[src/rtl/sdw_pkg.sv]
package sdw_pkg;

  // Result of the two window-edge detectors for one cycle.
  typedef struct packed {
    logic open_hit;
    logic close_hit;
  } sdw_hits_t;

endpackage

[src/rtl/sdw_hcount.sv]
module sdw_hcount #(
  parameter int CNT_W = 10
) (
  input  logic             clk,
  input  logic             rst,
  input  logic             line_start,
  output logic [CNT_W-1:0] cnt
);

  localparam logic [CNT_W-1:0] CNT_MAX = {CNT_W{1'b1}};

  // Climbs once per cycle, parks at its top value so it never wraps
  // inside a line (the edge detectors rely on a monotonic count).
  always_ff @(posedge clk) begin
    if (rst || line_start) begin
      cnt <= '0;
    end else if (cnt != CNT_MAX) begin
      cnt <= cnt + 1'b1;
    end
  end

endmodule

[src/rtl/sdw_edge_match.sv]
module sdw_edge_match #(
  parameter int CNT_W    = 10,
  parameter int EDGE_POS = 20,
  parameter bit FULL_CMP = 1'b0
) (
  input  logic [CNT_W-1:0] cnt,
  output logic             hit
);

  // For an up-counter starting at zero, the first value that contains
  // every one-bit of EDGE_POS is EDGE_POS itself, so those bits alone
  // form the detection mask.
  localparam logic [CNT_W-1:0] EDGE_VAL  = CNT_W'(EDGE_POS);
  localparam logic [CNT_W-1:0] EDGE_MASK = EDGE_VAL;

  generate
    if (FULL_CMP) begin : g_full
      assign hit = (cnt == EDGE_VAL);
    end else begin : g_partial
      assign hit = ((cnt & EDGE_MASK) == EDGE_MASK);
    end
  endgenerate

endmodule

[src/rtl/sdw_window_flag.sv]
module sdw_window_flag
  import sdw_pkg::*;
(
  input  logic      clk,
  input  logic      rst,
  input  logic      line_start,
  input  sdw_hits_t hits,
  output logic      allow
);

  logic closed_q;

  // Priority: line start / reset, then close, then open (blocked once
  // the window has closed in this line).
  always_ff @(posedge clk) begin
    if (rst || line_start) begin
      allow    <= 1'b0;
      closed_q <= 1'b0;
    end else if (hits.close_hit) begin
      allow    <= 1'b0;
      closed_q <= 1'b1;
    end else if (hits.open_hit && !closed_q) begin
      allow    <= 1'b1;
    end
  end

endmodule

[src/rtl/sprite_dma_window.sv]
module sprite_dma_window
  import sdw_pkg::*;
#(
  parameter int CNT_W     = 10,
  parameter int OPEN_POS  = 20,
  parameter int CLOSE_POS = 772,
  parameter bit FULL_CMP  = 1'b0
) (
  input  logic             clk,
  input  logic             rst,
  input  logic             line_start,
  output logic [CNT_W-1:0] hpos,
  output logic             dma_allow
);

  sdw_hits_t hits;

  sdw_hcount #(.CNT_W(CNT_W)) u_cnt (
    .clk        (clk),
    .rst        (rst),
    .line_start (line_start),
    .cnt        (hpos)
  );

  sdw_edge_match #(.CNT_W(CNT_W), .EDGE_POS(OPEN_POS), .FULL_CMP(FULL_CMP)) u_open (
    .cnt (hpos),
    .hit (hits.open_hit)
  );

  sdw_edge_match #(.CNT_W(CNT_W), .EDGE_POS(CLOSE_POS), .FULL_CMP(FULL_CMP)) u_close (
    .cnt (hpos),
    .hit (hits.close_hit)
  );

  sdw_window_flag u_flag (
    .clk        (clk),
    .rst        (rst),
    .line_start (line_start),
    .hits       (hits),
    .allow      (dma_allow)
  );

endmodule

[config.mk]
export PLATFORM = sky130hd
export DESIGN_NAME = sprite_dma_window
export DESIGN_NICKNAME = d
export VERILOG_FILES = /design/src/rtl/sdw_pkg.sv /design/src/rtl/sdw_hcount.sv /design/src/rtl/sdw_edge_match.sv /design/src/rtl/sdw_window_flag.sv /design/src/rtl/sprite_dma_window.sv
export SDC_FILE = /design/constraint.sdc
export NUM_CORES = 1
export LEC_CHECK = 0
export BUFFER_PORTS_ARGS = -buffer_cell sky130_fd_sc_hd__buf_2
export CAP_MARGIN = 20
export CORE_AREA = 2 2 39 41
export DETAILED_ROUTE_END_ITERATION = 6
export DIE_AREA = 0 0 41 43
export GPL_ROUTABILITY_DRIVEN = 0
export PLACE_DENSITY_LB_ADDON = 0.3
export SLEW_MARGIN = 20
export SYNTH_ARGS = -nofsm -noshare
export SYNTH_HDL_FRONTEND = slang
export SYNTH_SLANG_ARGS = --single-unit
[constraint.sdc]
create_clock -name clk -period 1.7 [get_ports clk]
set_clock_uncertainty 0.1 [all_clocks]
set_input_delay 0.34 -clock clk [delete_from_list [all_inputs] [get_ports clk]]
set_output_delay 0.34 -clock clk [all_outputs]
set_load 0.05 [all_outputs]
==> results of run 1 <==
## layout by cell type (no fill, tap or decap), drive strengths merged
cell,instances
a41oi,1
nor4,1
a31oi,4
or2,1
or3,2
nand2,6
and4,2
dfxtp,12
and2,1
buf,14
a211oi,3
o21ai,5
nand4,1
a21oi,6
nor3,2
inv,1
and3,3
ha,1
mux2i,2
nand3,4
clkbuf,3
nor2,2
a311oi,1
## registers in the layout, summed over array words and instances (netlist names)
signal           cells
u_cnt.cnt           10
u_flag.allow         1
u_flag.closed_q      1
## worst max path at each step
stage,from,cells after the start,endpoint
after global placement,u_cnt.cnt[0],4,u_cnt.cnt[5]
after floorplan,u_cnt.cnt[6],3,u_cnt.cnt[5]
final,u_cnt.cnt[2],1,hpos[2]
after detailed placement,u_cnt.cnt[0],4,u_cnt.cnt[5]
after CTS,u_cnt.cnt[2],1,hpos[2]
after global routing,u_cnt.cnt[2],1,hpos[2]
## power breakdown
group | switching [mW] | leakage [nW] | internal, mW
Clock | 0.0908 | 0.0138 | 0.0821
Combinational | 0.0174 | 0.173 | 0.00887
Sequential | 0.00355 | 0.0977 | 0.284
Total | 0.112 | 0.285 | 0.375
## cell families after synthesis
group | after synthesis | synth area share [%]
mux | 2 | 3.49
flops | 12 | 41.8
buf+inv | 2 | 2.61
fa+ha+maj | 1 | 2.18
compound gates | 20 | 22.0
simple gates | 25 | 27.9
## metrics by stage
stage	util (%)	cell area, µm²	std cells	setup slack (ns)	hold WS (ns)
global placement	47.6	658	91	0.358	0.344
detailed placement	47.6	658	91	0.297	0.350
floorplan	-	577	62	0.107	0.332
CTS	49.2	681	94	0.143	0.249
finish	49.2	681	94	0.145	0.249
global route	49.2	681	94	0.0999	0.265
## routing by layer
| layer | vias up | part of all wire [%] | wire length, µm | GRT usage (%) |
|---|---|---|---|---|
| li1 | 271 | - | - | - |
| met1 | 242 | 48 | 569 | 21.7 |
| met2 | 14 | 43 | 517 | 21.6 |
| met3 | 4 | 5.0 | 60 | 4.71 |
| met4 | 0 | 4.0 | 48 | 16.0 |
| met5 | - | 0 | 0 | 0 |
## worst register-to-register path, stage by stage (launching register included)
cell	delay (ns)
dfxtp_2	0.38
ha_1	0.22
and3_2	0.27
nand3_4	0.12
a311oi_2	0.24
## area by class of cell
class | instances | area [µm²]
fillers | 145 | 703
clock buffers | 3 | 22.5
repair buffers | 14 | 72.6
multi-input cells | 48 | 319
inverters | 1 | 3.75
well taps | 16 | 20.0
flip-flops and latches | 12 | 243
==> PnR_summary.wiki, run 1 <==
{| class="wikitable"
! Metric !! Value
|-
| Endpoint of the worst hold path || u_cnt.cnt[0]
|-
| Post-CTS Resized || 0
|-
| Post-DP HPWL || between 800 and 900 µm
|-
| Final hold vios || 0
|-
| Height of the die || 43 µm
|-
| Maximum vdd ir drop || 0.562 mV
|-
| Hold Startpoint || rst
|-
| Number of setup violations in the final report || 0
|-
| Result of the run || finished, final reports clean
|-
| Most used DFF post-synth || dfxtp_1
|-
| Worst slew margin relative to its limit || between 70% and 80%
|-
| Hold path depth || 3
|-
| Share of the synthesized area in the top cell type || 41.8%
|-
| Via count of the routed design || about 530
|-
| Startpoint kind of the worst setup timing path || flop
|-
| Highest cell delay on the worst timing path || ~0.51 ns
|-
| Fraction of final layout cells with drive strength greater than 1 || 35.9%
|-
| Class of the tightest hold or removal check || primary input to flop
|-
| Largest net degree at the start of global routing || 11
|-
| Maximum number of buffers from clock root to sink || 2
|-
| Top cells by instance count after synthesis || 12 x dfxtp_1, 6 x a21oi_1, 6 x nand2_1
|-
| Standby leakage power || 0.285 nW
|-
| Tightest Pin Transition || 0.322 ns
|-
| Clock Latency Late Sink || 0.27 ns
|-
| Nets@finish || 84
|-
| # hold bufs at CTS || 0
|-
| Maximum fanout encountered on the critical timing path || 10
|-
| Crit-path slowest cell || dfxtp_1
|-
| Deepest level of the CTS H-tree || 1
|-
| Total length of routed wires || 1200 µm
|-
| Share of the yosys chip area belonging to registers || 41.8%
|-
| Most instantiated library cell after synthesis || dfxtp_1
|-
| Wire length of the first global-routing pass || between 1500 and 2000 µm
|-
| Synth warn || 0
|-
| Maxcap violations || 0
|-
| Net Count, Synth || 66
|-
| Area of the core region || 1380 µm²
|-
| Reg-to-reg setup timing slack || 0.30 ns
|-
| Residual DRC count || 0
|-
| Worst R2R End || u_cnt.cnt[5]
|-
| CTS tree || yes
|-
| Number of buffers and inverters on the critical path || 1
|-
| CP Class || flop to output port
|-
| Final Critical Period || 1.56 ns
|-
| Cell family with most CP delay || flip-flops
|-
| Synthesized instance count || 62
|-
| Avg Inst Size Synth || 9.26 µm²
|-
| CP Data Required Time || 1.26 ns
|-
| Number of buffers created by CTS || 3
|-
| Area enclosed by the die boundary || around 1800 µm²
|-
| Total number of placement rows || 14
|-
| I/O Buffers || 13
|-
| Number of synthesized register bits || 12
|-
| Number of inserted diodes || 0
|-
| Number of clock sinks || 12
|-
| Post-route setup TNS || 0 ns
|-
| Final worst path period share || between 90 and 100%
|-
| Crit-path cells || buf_2
|-
| Congestion Overflow GR || 0
|-
| Summed instance area of the synthesized netlist || 574 µm²
|-
| Starting DRC count in detailed routing || 1
|-
| Clock transition at the registers of the reported paths || 0.07 ns
|-
| Critical path data arrival time || 1.12 ns
|-
| GRT Util Overall || 17.0%
|-
| Antenna viol nets, final || 0
|-
| DR WL/cell || approximately 13 µm
|-
| Setup crit end kind || output port
|-
| Setup Buffers After CTS || 0
|-
| Number of different library cells in the post-synthesis netlist || 25
|-
| Die extent in x || 41 µm
|-
| Async set-reset flop share out of synthesis || 0%
|-
| Total design power || ~0.49 mW
|-
| Number of synthesized flops with an enable pin || 0
|-
| First-pass detailed-route iteration total || 4
|-
| Number of global-route vias before repair || 425
|-
| Number of top-level design ports || 14
|-
| Initial core utilization || 41.5%
|-
| Slew Viols, Final || 0
|-
| Unrepaired setup endpoints after global routing || no
|-
| Power density over cell area || 715 nW/µm²
|-
| Detailed-route vias per instance || roughly 5.6
|-
| Ranking of synthesized cells by area || dfxtp_1 42%, a21oi_1 5.2%, a31oi_1 4.4%
|-
| Number of antenna violations at the first check in global routing || 0
|-
| Startpoint of the most critical register-to-register path || u_cnt.cnt[0]
|-
| Max Freq || roughly 0.64 GHz
|-
| Area growth from synthesis to layout || 18.5%
|-
| Cell type contributing the most total cell area after synthesis || dfxtp_1
|-
| Root Driver || clkbuf_4
|-
| Number of cells on the worst reg-to-reg path || 4
|}
(Power assumes the default switching activity.)
==> inputs of run 2 (changes only) <==
==> constraint.sdc (replaced) <==
create_clock -name clk -period 1.7 [get_ports clk]
set_clock_uncertainty 0.1 [all_clocks]
set_input_delay 0 -clock clk [delete_from_list [all_inputs] [get_ports clk]]
set_output_delay 0 -clock clk [all_outputs]
set_load 0.05 [all_outputs]
==> PnR_summary.wiki, run 2 (synthesis gave the netlist of run 1 again) <==
{| class="wikitable"
! Metric !! Value
|-
| Flip-flop count of the largest register after layout || 10
|-
| Number of global-route vias before repair || between 400 and 500
|-
| Largest registers || u_cnt.cnt: 10 flops, u_flag.allow: 1 flops, u_flag.closed_q: 1 flops
|-
| Initial core utilization || 41.5%
|-
| Number of inserted diodes || 0
|-
| Max Freq || 0.637 GHz
|-
| Number of buffers created by CTS || 3
|-
| Area of the core region || 1380 µm²
|-
| NetSw || between 0.1 and 0.15 mW
|-
| GRT Util Overall || around 17%
|-
| Total design power || 0.494 mW
|-
| Maximum fanout encountered on the critical timing path || 3
|-
| Cell repeated most along the worst path || dlygate4sd3_1
|-
| Crit-path cells || dlygate4sd3_1, buf_2, or3_1, dlygate4sd3_1, mux2i_1
|-
| Total length of routed wires || 1230 µm
|-
| Number of clock sinks || 12
|-
| Deepest level of the CTS H-tree || 1
|-
| Clock Latency Late Sink || 0.28 ns
|-
| Multi-input gate area in the final layout || 319 µm²
|-
| Number of cells on the worst reg-to-reg path || 3
|-
| Antenna viol nets, final || 0
|-
| Post-route setup TNS || 0 ns
|-
| Number of antenna violations at the first check in global routing || 0
|-
| Area growth from synthesis to layout || 22.4%
|-
| Maximum vdd ir drop || slightly above 0.4 mV
|-
| Crit-path slowest cell || dlygate4sd3_1
|-
| Number of buffers and inverters on the critical path || 3
|-
| Detailed-route vias per instance || 5.75
|-
| Cell family with most CP delay || buffers and inverters
|-
| DR WL/cell || about 13 µm
|-
| Fraction of final layout cells with drive strength greater than 1 || 33.8%
|-
| Nets@finish || between 80 and 90
|-
| Die extent in x || 41 µm
|-
| CP Class || primary input to flop
|-
| Result of the run || finished, final reports clean
|-
| Logic gate share of total power || approximately 6.1%
|-
| Critical path data arrival time || 1.67 ns
|-
| CTS tree || yes
|-
| Final hold vios || 0
|-
| Residual DRC count || 0
|-
| Relative contribution of the clock network to total power || 35.8%
|-
| Clock transition at the registers of the reported paths || 0.07 ns
|-
| Total number of placement rows || 14
|-
| Post-CTS Resized || 0
|-
| Number of setup violations in the final report || 0
|-
| CP Data Required Time || around 1.8 ns
|-
| Startpoint kind of the worst setup timing path || primary input
|-
| Wire length of the first global-routing pass || approximately 1900 µm
|-
| Leading cell type in the layout, fill and taps excluded || buf_2
|-
| Hold path depth || 2
|-
| Maxcap violations || 0
|-
| Power share of the sequential group || 58.1%
|-
| Height of the die || 43 µm
|-
| Number of top-level design ports || 14
|-
| Unrepaired setup endpoints after global routing || no
|-
| Worst slew margin relative to its limit || 68.3%
|-
| Maximum number of buffers from clock root to sink || 2
|-
| Tightest Pin Transition || 0.473 ns
|-
| Standby leakage power || between 0.2 and 0.3 nW
|-
| Class of the tightest hold or removal check || flop to flop
|-
| Storage element area || 243 µm²
|-
| Starting DRC count in detailed routing || 24
|-
| Final Critical Period || 1.57 ns
|-
| Slew Viols, Final || 0
|-
| Largest Register || u_cnt.cnt
|-
| Number of gates on the worst path with buffers counted || 5
|-
| Largest net degree at the start of global routing || 11
|-
| Setup crit end kind || flop
|-
| Via count of the routed design || 552
|-
| Power density over cell area || 702 nW/µm²
|-
| Most frequent cells in the layout || 13 x buf_2, 10 x dfxtp_1, 6 x a21oi_1, 6 x nand2_1, 5 x o21ai_0
|-
| # hold bufs at CTS || 3
|-
| Setup Buffers After CTS || 0
|-
| Filler Cell Count || 130
|-
| First-pass detailed-route iteration total || 4
|-
| Switching Fraction || 23.5%
|-
| Highest cell delay on the worst timing path || 0.56 ns
|-
| Root Driver || clkbuf_4
|-
| Final worst path period share || 92.3%
|-
| Internal power || 0.378 mW
|-
| I/O Buffers || 13
|-
| Area enclosed by the die boundary || 1760 µm²
|-
| Congestion Overflow GR || 0
|}
-- run 2: power by group through the flow --
stage               clock network [mW]  registers (mW)  logic (mW)
global route                     0.192           0.288      0.0327
detailed placement                   0           0.294      0.0250
global placement                     0           0.294      0.0249
CTS                              0.177           0.287      0.0304
finish                           0.177           0.287      0.0301
floorplan                            0           0.301     0.00914
-- run 2: metal layers --
metal  up-vias  part of all wire, %  global-route usage (%)
met2        22                   44                    21.3
met5         -                    0                       0
met3         5                  6.3                    6.28
met4         0                  3.6                    14.7
met1       246                   46                    22.0
li1        279                    -                       -
-- run 2: through the flow --
step	util (%)	std cells	hold WS (ns)	cell area, µm²	setup slack (ns)
final	50.8	96	0.355	703	0.131
after global routing	50.8	96	0.383	703	0.0733
after CTS	50.8	96	0.360	703	0.126
after detailed placement	47.0	90	0.197	651	0.314
after global placement	47.0	90	0.189	651	0.358
after floorplan	-	62	0.0718	577	0.107
-- run 2: worst paths after layout --
check                  start               to  slack [ns]
max               line_start     u_cnt.cnt[0]        0.13
max reg2reg     u_cnt.cnt[0]     u_cnt.cnt[0]        0.13
min          u_flag.closed_q  u_flag.closed_q        0.35
min reg2reg  u_flag.closed_q  u_flag.closed_q        0.35
-- run 2: cell type report --
| type | count | share of cell area, % |
|---|---|---|
| flip-flops and latches | 12 | 34.5 |
| well taps | 16 | 2.85 |
| inverters | 1 | 0.534 |
| multi-input cells | 48 | 45.4 |
| repair buffers | 16 | 13.5 |
| clock buffers | 3 | 3.20 |
-- run 2: tightest hold or removal path, stage by stage, from the launching register on --
cell and delay (ns):
dfxtp_1 0.30, inv_1 0.06, a21oi_1 0.05
==> inputs of run 3 (changes only) <==
ABC_AREA = 1   (was default)
==> PnR_summary.wiki, run 3 <==
{| class="wikitable"
! Metric !! Value
|-
| DP Cell Count || approximately 120
|-
| Flip-flop count of the largest register after layout || 10
|-
| Total length of routed wires || 1250 µm
|-
| Largest Register || u_cnt.cnt
|-
| Filler Cell Count || 129
|-
| Wire length of the first global-routing pass || 2060 µm
|-
| Number of synthesized flops with an enable pin || 0
|-
| Avg Inst Size Synth || 7.29 µm²
|-
| Total number of placement rows || 14
|-
| Hold path depth || 1
|-
| Area growth from synthesis to layout || 20.7%
|-
| Endpoint of the worst hold path || u_flag.closed_q
|-
| Leading cell type in the layout, fill and taps excluded || nand2_1
|-
| Final standard cell count with taps included and fillers excluded || roughly 120
|-
| Standby leakage power || 0.395 nW
|-
| Congestion Overflow GR || 0
|-
| Starting DRC count in detailed routing || 15
|-
| Final worst path period share || 85.8%
|-
| Share of the yosys chip area belonging to registers || roughly 37%
|-
| Async set-reset flop share out of synthesis || 0%
|-
| Most instantiated library cell after synthesis || nand2_1
|-
| Maximum vdd ir drop || 0.457 mV
|-
| Critical path data arrival time || 1.58 ns
|-
| Total placed instance area || 718 µm²
|-
| Summed instance area of the synthesized netlist || roughly 640 µm²
|-
| Number of cells on the worst reg-to-reg path || 7
|-
| Maximum fanout encountered on the critical timing path || 12
|-
| Non-Filler Cell Area, Final || 774 µm²
|-
| Nets@finish || about 110
|-
| Ranking of synthesized cells by area || dfxtp_1 37%, nand2_1 13%, inv_1 7.6%
|-
| Hold Startpoint || u_flag.closed_q
|-
| DR WL/cell || 10.2 µm
|-
| Fraction of synthesized cell area in xor and xnor cells || 1.36%
|-
| Number of clock sinks || 12
|-
| Number of antenna violations at the first check in global routing || 0
|-
| Number of synthesized register bits || 12
|-
| CP Data Required Time || roughly 1.8 ns
|-
| Compound-cell area share of the yosys netlist || 8.58%
|-
| # hold bufs at CTS || 2
|-
| Post-route setup TNS || 0 ns
|-
| Clock transition at the registers of the reported paths || roughly 0.08 ns
|-
| Power density over cell area || 708 nW/µm²
|-
| Synthesized instance count || 88
|-
| Net Count, Synth || 92
|-
| Combinational family with the most area after synthesis || simple AND/OR/NAND/NOR gates
|-
| Number of different library cells in the post-synthesis netlist || 21
|-
| Root Driver || clkbuf_4
|-
| Synth warn || 0
|-
| Tightest Pin Transition || about 0.25 ns
|-
| Adder-cell share of the synthesized area || 1.95%
|-
| Number of top-level design ports || 14
|-
| Maximum number of buffers from clock root to sink || 2
|-
| Setup Buffers After CTS || 0
|-
| Initial core utilization || ~46%
|-
| Unrepaired setup endpoints after global routing || no
|-
| CP Class || flop to flop
|-
| Post-DP HPWL || 915 µm
|-
| Largest net degree at the start of global routing || 13
|-
| Deepest level of the CTS H-tree || 1
|-
| Die extent in x || slightly above 40 µm
|-
| Worst slew margin relative to its limit || 83.6%
|-
| Total design power || 0.549 mW
|-
| Number of inserted diodes || 0
|-
| Startpoint kind of the worst setup timing path || flop
|-
| Reg-to-reg setup timing slack || 0.24 ns
|-
| Clock Latency Late Sink || 0.27 ns
|-
| CTS tree || yes
|-
| Most frequent cells in the layout || 23 x nand2_1, 13 x inv_1, 13 x buf_2
|-
| Simple-gate share of the synthesized area || 41.3%
|-
| Post-CTS Resized || 0
|-
| Residual DRC count || 0
|-
| Worst R2R End || u_cnt.cnt[4]
|-
| Most used DFF post-synth || dfxtp_1
|-
| Area of the core region || 1380 µm²
|-
| Multi-input gate area in the final layout || 342 µm²
|-
| Largest registers || u_cnt.cnt: 10 flops, u_flag.allow: 1 flops, u_flag.closed_q: 1 flops
|-
| Number of global-route vias before repair || 504
|-
| Fraction of final layout cells with drive strength greater than 1 || 27.4%
|-
| Startpoint of the most critical register-to-register path || u_cnt.cnt[0]
|-
| Share of the synthesized area in the top cell type || 37.4%
|-
| Setup crit end kind || flop
|-
| Top cells by instance count after synthesis || 23 x nand2_1, 13 x inv_1, 12 x dfxtp_1
|-
| Final Critical Period || roughly 1.5 ns
|-
| Maxcap violations || 0
|-
| Detailed-route vias per instance || ~4.9
|-
| First-pass detailed-route iteration total || 4
|-
| Slew Viols, Final || 0
|-
| I/O Buffers || 13
|-
| Result of the run || finished, final reports clean
|-
| Number of buffers created by CTS || 3
|-
| Storage element area || between 200 and 250 µm²
|-
| Class of the tightest hold or removal check || flop to flop
|-
| Final hold vios || 0
|-
| Cell type contributing the most total cell area after synthesis || dfxtp_1
|-
| Max Freq || 0.685 GHz
|-
| Antenna viol nets, final || 0
|-
| GRT Util Overall || 17.4%
|-
| Area enclosed by the die boundary || between 1500 and 2000 µm²
|-
| Number of setup violations in the final report || 0
|-
| Via count of the routed design || slightly below 600
|-
| Multiplexer share of the synthesized area || 0%
|-
| Height of the die || approximately 43 µm
|}
[run 3: cell types whose count changed after synthesis, moves of 4 or more]
cell	change
inv_1	+12
nand2_1	+17
nor2_1	+8
o21ai_0	-4
[run 3: final cells by class]
cell class                      instances  area share, %
Inverter                               13           6.30
Multi-Input combinational cell         62           44.1
Timing Repair Buffer                   15           11.0
Sequential cell                        12           31.3
Tap cell                               16           2.58
Clock buffer                            4           4.68
[run 3: how the worst max path moves through the flow]
stage | start | to | slack [ns] | depth (start not counted)
floorplan | u_cnt.cnt[0] | u_cnt.cnt[4] | 0.06 | 7
global placement | u_cnt.cnt[0] | u_cnt.cnt[4] | 0.29 | 6
detailed placement | u_cnt.cnt[0] | u_cnt.cnt[4] | 0.25 | 6
CTS | u_cnt.cnt[0] | u_cnt.cnt[4] | 0.23 | 7
global route | u_cnt.cnt[0] | u_cnt.cnt[4] | 0.12 | 6
finish | u_cnt.cnt[0] | u_cnt.cnt[4] | 0.24 | 7
[run 3: stage by stage]
stage,hold slack (ns),util [%],setup slack [ns]
floorplan,0.0529,-,0.0639
global placement,0.190,51.9,0.290
detailed placement,0.199,51.9,0.255
CTS,0.378,56.0,0.232
global route,0.396,56.0,0.115
finish,0.374,56.0,0.241
[run 3: logic make-up (layout without fill, tap and decap cells)]
logic type	Yosys count	after routing
AND/OR/NAND/NOR	51	51
adder cells (fa/ha/maj)	1	1
buffers and inverters	14	32
flip-flops	12	12
AO/OA/AOI/OAI	9	9
XOR/XNOR	1	1
[run 3: where the power goes]
group,total (mW),switching [mW],internal (mW)
Combinational,0.0328,0.0212,0.0116
Sequential,0.287,0.00306,0.284
Clock,0.229,0.0991,0.130
Total,0.549,0.123,0.425
[run 3: layer usage]
metal,GRT usage (%),routed length (µm),part of all wire (%)
met3,3.14,69,5.5
met5,0,0,0
met1,25.1,604,49
met2,23.4,549,44
met4,10.0,22,1.8
[run 3: worst max-delay path: stages (launching register included)]
cell and delay [ns]:
dfxtp_2 0.38, ha_1 0.21, nand2_2 0.10, nor2_4 0.17, nand3b_4 0.19, nand3_1 0.13
nand2_1 0.06, nor2_1 0.08
